File: src/rtl/dma_pkg.sv
package dma_pkg;
   typedef enum logic [1:0] {
      STEP_FIX = 2'd0,
      STEP_INC = 2'd1,
      STEP_DEC = 2'd2
   } step_e;

   typedef enum logic [2:0] {
      ST_IDLE = 3'd0,
      ST_REQ  = 3'd1,
      ST_RD   = 3'd2,
      ST_WR   = 3'd3,
      ST_GAP  = 3'd4
   } state_e;
endpackage

File: src/rtl/dma_addr_unit.sv
module dma_addr_unit #(
   parameter int AW = 24
) (
   input  logic          clk,
   input  logic          rst_n,
   input  logic          load,
   input  logic [AW-1:0] load_val,
   input  logic [1:0]    step,
   input  logic          word,
   input  logic          adv,
   input  logic          rewind,
   output logic [AW-1:0] addr
);
   import dma_pkg::*;

   if (AW < 2) begin : g_bad_aw
      $error("dma_addr_unit: AW must be at least 2");
   end

   logic [AW-1:0] start_q;
   logic [AW-1:0] inc;

   assign inc = word ? AW'(2) : AW'(1);

   always_ff @(posedge clk or negedge rst_n) begin
      if (!rst_n) begin
         addr    <= '0;
         start_q <= '0;
      end else if (load) begin
         addr    <= load_val;
         start_q <= load_val;
      end else if (rewind) begin
         addr <= start_q;
      end else if (adv) begin
         case (step)
            STEP_INC: addr <= addr + inc;
            STEP_DEC: addr <= addr - inc;
            default:  addr <= addr;
         endcase
      end
   end

   // a fixed side never moves on an advance
   assert_fixed_holds_R3: assert property (@(posedge clk) disable iff (!rst_n)
      (adv && !load && !rewind && step == STEP_FIX) |=> $stable(addr));
   // a rewind lands on the loaded start
   assert_rewind_start_R9: assert property (@(posedge clk) disable iff (!rst_n)
      (rewind && !load) |=> (addr == $past(start_q)));
endmodule

File: src/rtl/dma_dcount.sv
module dma_dcount #(
   parameter int W      = 16,
   parameter bit RELOAD = 1'b0
) (
   input  logic         clk,
   input  logic         rst_n,
   input  logic         load,
   input  logic [W-1:0] load_val,
   input  logic         dec,
   input  logic         reload,
   output logic [W-1:0] cnt,
   output logic         last
);
   if (W < 1) begin : g_bad_w
      $error("dma_dcount: W must be at least 1");
   end

   assign last = (cnt == W'(1));

   if (RELOAD) begin : g_reload
      logic [W-1:0] saved_q;
      always_ff @(posedge clk or negedge rst_n) begin
         if (!rst_n) begin
            cnt     <= '0;
            saved_q <= '0;
         end else if (load) begin
            cnt     <= load_val;
            saved_q <= load_val;
         end else if (reload) begin
            cnt <= saved_q;
         end else if (dec) begin
            cnt <= cnt - W'(1);
         end
      end
   end else begin : g_plain
      always_ff @(posedge clk or negedge rst_n) begin
         if (!rst_n) begin
            cnt <= '0;
         end else if (load) begin
            cnt <= load_val;
         end else if (dec) begin
            cnt <= cnt - W'(1);
         end
      end
   end
endmodule

File: src/rtl/dma_trig_pick.sv
module dma_trig_pick #(
   parameter int NTRIG = 5,
   localparam int SW   = (NTRIG > 1) ? $clog2(NTRIG) : 1
) (
   input  logic             clk,
   input  logic             rst_n,
   input  logic [NTRIG-1:0] trig_in,
   input  logic [SW-1:0]    sel,
   input  logic             arm,
   input  logic             clear,
   output logic             pending
);
   if (NTRIG < 1) begin : g_bad_n
      $error("dma_trig_pick: NTRIG must be at least 1");
   end

   logic hit;

   if (NTRIG == 1) begin : g_single
      assign hit = arm & trig_in[0];
   end else begin : g_mux
      assign hit = arm & (int'(sel) < NTRIG) & trig_in[sel];
   end

   always_ff @(posedge clk or negedge rst_n) begin
      if (!rst_n)    pending <= 1'b0;
      else if (!arm) pending <= 1'b0;
      else           pending <= (pending & ~clear) | hit;
   end
endmodule

File: src/rtl/dma_block_channel.sv
module dma_block_channel #(
   parameter int AW    = 24,
   parameter int DW    = 16,
   parameter int CW    = 16,
   parameter int BW    = 8,
   parameter int NTRIG = 5,
   localparam int SW   = (NTRIG > 1) ? $clog2(NTRIG) : 1
) (
   input  logic             clk,
   input  logic             rst_n,
   input  logic             cfg_we,
   input  logic [AW-1:0]    cfg_src,
   input  logic [AW-1:0]    cfg_dst,
   input  logic [CW-1:0]    cfg_count,
   input  logic [BW-1:0]    cfg_blk,
   input  logic             cfg_block,
   input  logic             cfg_auto,
   input  logic             cfg_burst,
   input  logic             cfg_word,
   input  logic [1:0]       cfg_src_step,
   input  logic [1:0]       cfg_dst_step,
   input  logic             cfg_fix_dst,
   input  logic             cfg_ie,
   input  logic [SW-1:0]    cfg_trig,
   input  logic [NTRIG-1:0] trig_in,
   output logic             bus_req,
   input  logic             bus_gnt,
   output logic             bus_rd,
   output logic             bus_wr,
   output logic             bus_word,
   output logic [AW-1:0]    bus_addr,
   output logic [DW-1:0]    bus_wdata,
   input  logic [DW-1:0]    bus_rdata,
   output logic             busy,
   output logic             irq
);
   import dma_pkg::*;

   if (DW < 16) begin : g_bad_dw
      $error("dma_block_channel: DW must hold a word");
   end
   if (CW < 1 || BW < 1) begin : g_bad_cnt
      $error("dma_block_channel: counter widths must be positive");
   end

   state_e        st, st_nx;
   logic          en_q, blk_q, auto_q, burst_q, word_q, fixdst_q, ie_q, irq_q;
   logic [1:0]    sstep_q, dstep_q;
   logic [SW-1:0] trig_q;
   logic [DW-1:0] data_q;
   logic          accept, pending, start, run_on;
   logic          tc_last, bs_last, blk_end, fin;
   logic [AW-1:0] src_addr, dst_addr;
   logic [CW-1:0] tc_cnt;
   logic [BW-1:0] bs_cnt;

   assign accept  = cfg_we & ~en_q;
   assign run_on  = ~blk_q & auto_q;
   assign start   = (st == ST_IDLE) & en_q & (run_on | pending);
   assign blk_end = (st == ST_WR) & blk_q & bs_last;
   assign fin     = (st == ST_WR) & tc_last & (~blk_q | bs_last);

   always_ff @(posedge clk or negedge rst_n) begin
      if (!rst_n) begin
         en_q <= 1'b0; blk_q <= 1'b0; auto_q <= 1'b0; burst_q <= 1'b0;
         word_q <= 1'b0; fixdst_q <= 1'b0; ie_q <= 1'b0;
         sstep_q <= 2'd0; dstep_q <= 2'd0; trig_q <= '0;
      end else if (accept) begin
         en_q <= 1'b1; blk_q <= cfg_block; auto_q <= cfg_auto;
         burst_q <= cfg_burst; word_q <= cfg_word; fixdst_q <= cfg_fix_dst;
         ie_q <= cfg_ie; sstep_q <= cfg_src_step; dstep_q <= cfg_dst_step;
         trig_q <= cfg_trig;
      end else if (fin) begin
         en_q <= 1'b0;
      end
   end

   always_comb begin
      st_nx = st;
      case (st)
         ST_IDLE: if (start) st_nx = ST_REQ;
         ST_REQ:  if (bus_gnt) st_nx = ST_RD;
         ST_RD:   st_nx = ST_WR;
         ST_WR: begin
            if (fin)                         st_nx = ST_IDLE;
            else if (blk_q && !bs_last)      st_nx = ST_RD;
            else if (!blk_q && auto_q && burst_q) st_nx = ST_RD;
            else                             st_nx = ST_GAP;
         end
         ST_GAP:  st_nx = ST_IDLE;
         default: st_nx = ST_IDLE;
      endcase
   end

   always_ff @(posedge clk or negedge rst_n) begin
      if (!rst_n) begin
         st     <= ST_IDLE;
         data_q <= '0;
         irq_q  <= 1'b0;
      end else begin
         st    <= st_nx;
         irq_q <= fin & ie_q;
         if (st == ST_RD) data_q <= bus_rdata;
      end
   end

   dma_trig_pick #(.NTRIG(NTRIG)) u_pick (
      .clk(clk), .rst_n(rst_n), .trig_in(trig_in), .sel(trig_q),
      .arm(en_q & ~run_on), .clear(start), .pending(pending)
   );

   dma_addr_unit #(.AW(AW)) u_src (
      .clk(clk), .rst_n(rst_n), .load(accept), .load_val(cfg_src),
      .step(sstep_q), .word(word_q), .adv(st == ST_RD),
      .rewind(blk_end & ~fixdst_q), .addr(src_addr)
   );

   dma_addr_unit #(.AW(AW)) u_dst (
      .clk(clk), .rst_n(rst_n), .load(accept), .load_val(cfg_dst),
      .step(dstep_q), .word(word_q), .adv(st == ST_WR),
      .rewind(blk_end & fixdst_q), .addr(dst_addr)
   );

   dma_dcount #(.W(CW), .RELOAD(1'b0)) u_tc (
      .clk(clk), .rst_n(rst_n), .load(accept), .load_val(cfg_count),
      .dec((st == ST_WR) & (~blk_q | bs_last)), .reload(1'b0),
      .cnt(tc_cnt), .last(tc_last)
   );

   dma_dcount #(.W(BW), .RELOAD(1'b1)) u_bs (
      .clk(clk), .rst_n(rst_n), .load(accept), .load_val(cfg_blk),
      .dec((st == ST_WR) & blk_q & ~bs_last), .reload(blk_end),
      .cnt(bs_cnt), .last(bs_last)
   );

   assign bus_req   = (st == ST_REQ) | (st == ST_RD) | (st == ST_WR);
   assign bus_rd    = (st == ST_RD);
   assign bus_wr    = (st == ST_WR);
   assign bus_word  = word_q;
   assign bus_addr  = (st == ST_WR) ? dst_addr : src_addr;
   assign bus_wdata = data_q;
   assign busy      = en_q;
   assign irq       = irq_q;

   assert_cycle_owns_bus_R2: assert property (@(posedge clk) disable iff (!rst_n)
      (bus_rd || bus_wr) |-> (bus_req && bus_gnt));
   assert_read_then_write_R2: assert property (@(posedge clk) disable iff (!rst_n)
      bus_rd |=> bus_wr);
   assert_steal_release_R5: assert property (@(posedge clk) disable iff (!rst_n)
      (bus_wr && !blk_q && !(auto_q && burst_q)) |=> !bus_req);
   assert_block_len_nonzero_R8: assert property (@(posedge clk) disable iff (!rst_n)
      (busy && blk_q) |-> (bs_cnt != '0));
   assert_irq_single_R10: assert property (@(posedge clk) disable iff (!rst_n)
      irq |=> !irq);
   assert_irq_when_idle_R10: assert property (@(posedge clk) disable iff (!rst_n)
      irq |-> (!busy && ie_q));
   assert_cnt_alive_R7: assert property (@(posedge clk) disable iff (!rst_n)
      (bus_wr && !fin && !blk_q) |=> busy);
endmodule

File: config.mk
export PLATFORM = sky130hd
export DESIGN_NAME = dma_block_channel
export DESIGN_NICKNAME = d
export VERILOG_FILES = /design/src/rtl/dma_pkg.sv /design/src/rtl/dma_addr_unit.sv /design/src/rtl/dma_dcount.sv /design/src/rtl/dma_trig_pick.sv /design/src/rtl/dma_block_channel.sv
export SDC_FILE = /design/constraint.sdc
export NUM_CORES = 1
export LEC_CHECK = 0
export CAP_MARGIN = 10
export CELL_PAD_IN_SITES_DETAIL_PLACEMENT = 1
export CELL_PAD_IN_SITES_GLOBAL_PLACEMENT = 1
export CORE_ASPECT_RATIO = 0.5
export CORE_MARGIN = 2
export CORE_UTILIZATION = 41
export DETAILED_ROUTE_END_ITERATION = 7
export PLACE_DENSITY = 0.88
export SETUP_SLACK_MARGIN = 0.2
export SKIP_LAST_GASP = 1
export SYNTH_ARGS = -nofsm -noshare
export SYNTH_HDL_FRONTEND = slang
export SYNTH_SLANG_ARGS = --single-unit
File: constraint.sdc
create_clock -name clk -period 3.51 [get_ports clk]
set_clock_uncertainty 0.1 [all_clocks]
set_input_delay 0.702 -clock clk [delete_from_list [all_inputs] [get_ports clk]]
set_output_delay 0.702 -clock clk [all_outputs]
set_load 0.02 [all_outputs]
==> reports/qor.yml, run 1 <==
fin_crit_ps: 3320
timing.final.crit_share_pct: 94.7
swShare_pct: 42.1
p_sw_mw: 3.64
netlist_instances: 1333
grt_setup_unrepaired: "true"
maxCapViolCount: 0
synth_top_cell_area_share_pct: 39.4
slowest_stage: "clkdlybuf4s50_1"
cts_buffers: 17
drtPass1Iterations: 5
fin_ws_ps: 185
arrival_ps: 2520
async_reset_ff_share_pct: 100
path_class: "reg -> out"
viasPerCell: 5.93
synth_nets: 1453
multi_input_area_mm2: 0.00580
met3_usage_pct: 6.05
cp-end-kind: "output port"
power_density_mw_per_mm2: 676
drive_above_1_share_pct: 6.51
path_cells: "nand3b_1 -> buf_4 -> nand2_1 -> o21ai_0 -> clkdlybuf4s50_1"
drt-total-wl_mm: 36.9
synth_top_area_cell: "dfrtp_1"
intPower_mw: 5.00
fmaxAchievable_ghz: 0.301
ys_types: 76
grt_antenna_before_repair: 0
cts_tree: "done"
initial_core_util_pct: 41.5
cts.htree.levels: 4
gr-usage-met2_pct: 50.3
power_frac_seq_pct: 36.4
worstSkewPairLatency_ps: 470
hold_ws_ps: 180
grt_max_degree: 126
start_kind: "flip-flop"
max_stage_delay_ps: 700
diodes: 0
busiest_layer: "met2"
core_mm2: 0.0250
overflow: 0
crit_buf_inv: 2
worstPathRequired_ps: 2710
grt_pass1_wl_mm: 59.7
final-setup-viol-count: 0
path_clk_slew_ps: 70
dp_hpwl_mm: 26.2
finalInstanceArea_mm2: 0.0128
seqCellArea_mm2: 0.00408
slew_headroom_pct: 43.5
power_frac_comb_pct: 41.6
final_cell_mix: "nand2_1 (379), dfrtp_1 (163), clkdlybuf4s50_1 (154)"
place_area_mm2: 0.0122
io_pins: 156
grt_usage_pct: 28.5
yosysSeqAreaShare_pct: 39.4
hold_violations: 0
drt_iter0_markers: 797
dpl_worst_slack_ps: 419
clockBufferDepth: 2
synth_area_leaders: "dfrtp_1 (39%), nand2_1 (14%), o21ai_0 (4.4%)"
numPortBuffers: 155
die_y_um: 116
clk_root_buffer_cell: "clkbuf_16"
fp.dieW_um: 229
synth-seq-cells: 163
fin_tns_setup_ps: 0
wire_per_inst_um: 20.6
p_leak_nw: 5.33
place_congestion: 0.939
maxSlewViolCount: 0
yosysWarnings: 0
outcome: "finished, final reports clean"
worst_pin_slew_ps: 839
nNetsFinal: 1552
layout_commonest_cell: "nand2_1"
grt_pass1_vias: 11200
netlist_area_mm2: 0.0104
min_path_type: "in -> async"
dieArea_mm2: 0.0266
drc: 0
rows: 41
syn_to_final_growth_pct: 23.4
routed-via-count: 10600
met1_usage_pct: 34.3
synth_edf_count: 0
cts.sinks: 163
crit_family: "buffers and inverters"
peakVddDrop_mv: 0.461
syn_area_per_cell_um2: 7.77
ys.flop_type: "dfrtp_1"
critPathMaxFanout: 25
p_clk_share_pct: 22.0
ant_nets: 0
nFillCells: 3024
-- through the flow --
stage,instances,utilization [%],power [mW]
5_1_grt,1788,51.1,9.12
4_1_cts,1788,51.1,8.62
6_report,1788,51.1,8.63
3_3_place_gp,1757,48.8,6.48
3_5_place_dp,1757,48.8,6.68
2_1_floorplan,1333,-,5.14
-- sequential cells by signal, summed over array words and instances (netlist names), 8 cells and up --
register and count:
u_bs.g_reload.saved_q 8, u_src.start_q 24, u_src.addr 24, u_dst.addr 24, u_dst.start_q 24, u_bs.cnt 8, bus_wdata 16, u_tc.cnt 16
-- cells in the mapped netlist, drive strengths merged, types with 4 or more instances --
| master | instances |
|---|---|
| nor2b | 7 |
| o22ai | 14 |
| nor2 | 83 |
| dfrtp | 163 |
| nand3 | 27 |
| nor3 | 38 |
| o21a | 7 |
| nand2b | 10 |
| ha | 8 |
| nand4 | 14 |
| a2111oi | 7 |
| o211ai | 23 |
| a21oi | 64 |
| mux2 | 19 |
| or3 | 18 |
| inv | 23 |
| and2 | 5 |
| and3 | 5 |
| xnor2 | 38 |
| clkbuf | 62 |
| or2 | 6 |
| a21o | 6 |
| o221ai | 5 |
| and4 | 8 |
| or4 | 17 |
| o21ai | 99 |
| nand2 | 380 |
| mux2i | 13 |
| a31oi | 15 |
| a22oi | 6 |
| buf | 39 |
| nor4 | 21 |
| nand3b | 4 |
| a211oi | 8 |
| nor3b | 8 |
| xor2 | 12 |
-- final cells by class --
type                            count  area share, %
Clock buffer                       22           3.79
Clock inverter                      9          0.754
Inverter                           24          0.715
Multi-Input combinational cell   1045           45.4
Sequential cell                   163           31.9
Tap cell                          344           3.37
Timing Repair Buffer              181           14.1
-- final timing paths --
| kind | startpoint | to | slack (ps) | cells after the start |
|---|---|---|---|---|
| max | st[2]$_DFFE_PN0P_ | bus_addr[17] | 190 | 5 |
| min | rst_n | bus_wdata[3]$_DFFE_PN0P_ | 180 | 1 |
| max reg2reg | u_bs.cnt[1]$_DFFE_PN0P_ | u_tc.cnt[12]$_DFFE_PN0P_ | 450 | 9 |
| min reg2reg | burst_q$_DFFE_PN0P_ | burst_q$_DFFE_PN0P_ | 380 | 2 |
| max in group asynchronous | rst_n | u_dst.start_q[12]$_DFFE_PN0P_ | 2370 | 2 |
| min in group clk | burst_q$_DFFE_PN0P_ | burst_q$_DFFE_PN0P_ | 380 | 2 |
-- repair_timing --
| item | CTS | global route |
|---|---|---|
| buffers inserted | 0 | 0 |
| hold buffers | 0 | 0 |
| resized for setup | 2 | 0 |
| setup endpoints to repair | 23 | 7 |
-- cell families (layout without fill, tap and decap cells) --
family / count (synthesis) / after routing / synth area share, %
AND/OR/NAND/NOR: 662 / 662 / 29.2
AO/OA/AOI/OAI: 290 / 290 / 17.5
flip-flops: 163 / 163 / 39.4
buffers and inverters: 125 / 236 / 4.84
XOR/XNOR: 50 / 50 / 4.23
multiplexers: 33 / 33 / 3.54
adder cells (fa/ha/maj): 10 / 10 / 1.35
-- power groups by stage --
stage | sequential [mW] | clock, mW | combinational (mW)
after global routing | 3.20 | 2.01 | 3.91
after detailed placement | 3.13 | 0 | 3.56
after global placement | 3.09 | 0 | 3.39
after CTS | 3.10 | 1.93 | 3.59
final | 3.14 | 1.90 | 3.59
after floorplan | 2.69 | 0 | 2.45
-- per-layer routing --
| layer | routed length, um | part of all wire [%] |
|---|---|---|
| met5 | 0 | 0 |
| met1 | 15400 | 42 |
| met4 | 1060 | 2.9 |
| met2 | 18500 | 50 |
| met3 | 1930 | 5.2 |
No activity file was read; power rests on OpenSTA's default activity.
==> run 2: changes to the inputs <==
--- a/config.mk
+++ b/config.mk
@@ -12,6 +12,7 @@
 export CORE_MARGIN = 2
 export CORE_UTILIZATION = 41
 export DETAILED_ROUTE_END_ITERATION = 7
+export MAX_ROUTING_LAYER = met4
 export PLACE_DENSITY = 0.88
 export SETUP_SLACK_MARGIN = 0.2
 export SKIP_LAST_GASP = 1
==> constraint.sdc (replaced) <==
create_clock -name clk -period 3.6 [get_ports clk]
set_clock_uncertainty 0.1 [all_clocks]
set_input_delay 0.72 -clock clk [delete_from_list [all_inputs] [get_ports clk]]
set_output_delay 0.72 -clock clk [all_outputs]
set_load 0.02 [all_outputs]
==> run 2 against run 1 <==
Net effect: clock power increased by 3%; cell count barely moved; sequential share of layout area about the same; sequential power decreased by 2%; critical path depth down 1; largest power group unchanged; routed wire length grew 1.9%; clock-buffer cell count down 3; first-iteration DRC count is 10% higher; worst hold slack lost 56 ps; highest routed layer unchanged.
==> reports/qor.yml, run 2 (same netlist as run 1, synthesis figures left out) <==
numPortBuffers: 155  # unchanged
fmaxAchievable_ghz: 0.297
die_y_um: 116  # unchanged
final_cell_mix: "nand2_1 (379), dfrtp_1 (163), clkdlybuf4s50_1 (154)"
maxCapViolCount: 0  # unchanged
cts_buffers: 17  # unchanged
wire_per_inst_um: 21.0  # +1.9%
fp.dieW_um: 229  # unchanged
syn_to_final_growth_pct: 23.3  # about the same
grt_pass1_vias: 11300  # +1.4%
seqCellArea_mm2: 0.00408  # unchanged
min_path_type: "in -> async"
fin_tns_setup_ps: 0  # unchanged
dpl_worst_slack_ps: 468  # +49.0 ps
maxSlewViolCount: 0  # unchanged
outcome: "finished, final reports clean"
peakVddDrop_mv: 0.395  # -14%
path_clk_slew_ps: 80  # about the same
worstPathRequired_ps: 2780  # +70 ps
grt_pass1_wl_mm: 60.1  # +0.62%
arrival_ps: 2550  # +30 ps
path_cells: "nand3b_1 -> buf_6 -> o21ai_0 -> clkdlybuf4s50_1"
core_mm2: 0.0250  # unchanged
drc: 0  # unchanged
grt_antenna_before_repair: 0  # unchanged
path_class: "reg -> out"
hold_violations: 0  # unchanged
drtPass1Iterations: 5  # unchanged
slowest_stage: "clkdlybuf4s50_1"
start_kind: "flip-flop"
drt-total-wl_mm: 37.6  # +1.9%
hold_ws_ps: 124  # -56.0 ps
clk_root_buffer_cell: "clkbuf_16"
initial_core_util_pct: 41.5  # unchanged
slew_headroom_pct: 34.0  # -9.5 points
cts.sinks: 163  # unchanged
multi_input_area_mm2: 0.00580  # unchanged
cts.htree.levels: 4  # unchanged
final-setup-viol-count: 0  # unchanged
rows: 41  # unchanged
fin_ws_ps: 230  # +45.3 ps
clockBufferDepth: 2  # unchanged
power_density_mw_per_mm2: 665  # -1.6%
grt_max_degree: 81  # -36%
worst_pin_slew_ps: 982  # +143 ps
routed-via-count: 10500  # -1.3%
drive_above_1_share_pct: 6.44  # -0.065 points
place_congestion: 0.923  # -1.8%
dieArea_mm2: 0.0266  # unchanged
cp-end-kind: "output port"
timing.final.crit_share_pct: 93.6
diodes: 0  # unchanged
ctsHoldBuffers: 0  # unchanged
max_stage_delay_ps: 700  # about the same
p_leak_nw: 5.33  # about the same
ant_nets: 0  # unchanged
worstSkewPairLatency_ps: 470  # about the same
fin_crit_ps: 3370
cts_setup_buffers: 0  # unchanged
layout_commonest_cell: "nand2_1"
drt_iter0_markers: 877  # +10%
nNetsFinal: 1550  # -0.13%
grt_usage_pct: 29.6  # +1.1 points
nFillCells: 3045  # +0.69%
critPathMaxFanout: 25  # unchanged
cts_tree: "done"
overflow: 0  # unchanged
viasPerCell: 5.86  # -1.3%
io_pins: 156  # unchanged
grt_setup_unrepaired: "true"
dp_hpwl_mm: 27.0  # +2.7%
==> run 2: cell count changes in the layout (fill, tap and decap cells not counted), moves of 2 or more <==
| cell | change |
|---|---|
| clkinv_4 | -2 |
| buf_4 | -2 |
| clkbuf_8 | -3 |
| inv_8 | +2 |
| inv_6 | +4 |
==> run 2: path summary, 6_finish.rpt <==
path	startpoint	end	slack, ps	cells past startpoint
worst max register to register	u_bs.cnt[1]$_DFFE_PN0P_	u_dst.addr[6]$_DFFE_PN0P_	490	8
worst min register to register	u_dst.start_q[18]$_DFFE_PN0P_	u_dst.start_q[18]$_DFFE_PN0P_	370	2
min in group clk	u_dst.start_q[18]$_DFFE_PN0P_	u_dst.start_q[18]$_DFFE_PN0P_	370	2
max in group asynchronous	rst_n	bus_wdata[6]$_DFFE_PN0P_	2400	2
worst max-delay path	st[2]$_DFFE_PN0P_	bus_addr[21]	230	4
worst min-delay path	rst_n	u_src.start_q[16]$_DFFE_PN0P_	120	1
==> run 2: what timing repair did <==
item | 4_1_cts | 5_1_grt
hold endpoints to repair | 0 | 0
setup endpoints to repair | 21 | 2
gates resized for setup | 1 | 2
==> run 2: worst max-delay path: cells and delay by family, from the launching register on <==
family          cells  cell delay (ps)
buf+inv             2              950
flops               1              460
compound gates      1              390
simple gates        1              280
==> run 2: power by group <==
group / switching [mW] / leakage (nW) / internal [mW]
Clock: 0.882 / 0.290 / 1.06
Sequential: 0.831 / 1.98 / 2.26
Combinational: 1.89 / 3.06 / 1.57
Total: 3.60 / 5.33 / 4.89
==> run 2: final cells by class <==
type	count	share of cell area (%)
Clock buffer	19	3.47
Clock inverter	13	1.24
Sequential cell	163	31.9
Tap cell	344	3.37
Inverter	24	0.715
Multi-Input combinational cell	1045	45.4
Timing Repair Buffer	179	13.9
==> run 2: per-layer routing <==
metal  share of wire (%)  global-route usage (%)
met1                  44                    36.1
met2                  49                    50.4
met3                 4.3                    4.61
met4                 2.5                    10.8
met5                   0                       -
==> run 2: through the flow <==
step | instances | utilization (%) | total power [mW] | cell area [um^2]
2_1_floorplan | 1333 | - | 5.01 | 10400
3_3_place_gp | 1755 | 48.7 | 6.32 | 12200
3_5_place_dp | 1755 | 48.7 | 6.50 | 12200
4_1_cts | 1787 | 51.1 | 8.48 | 12800
5_1_grt | 1787 | 51.1 | 8.96 | 12800
6_report | 1787 | 51.1 | 8.50 | 12800
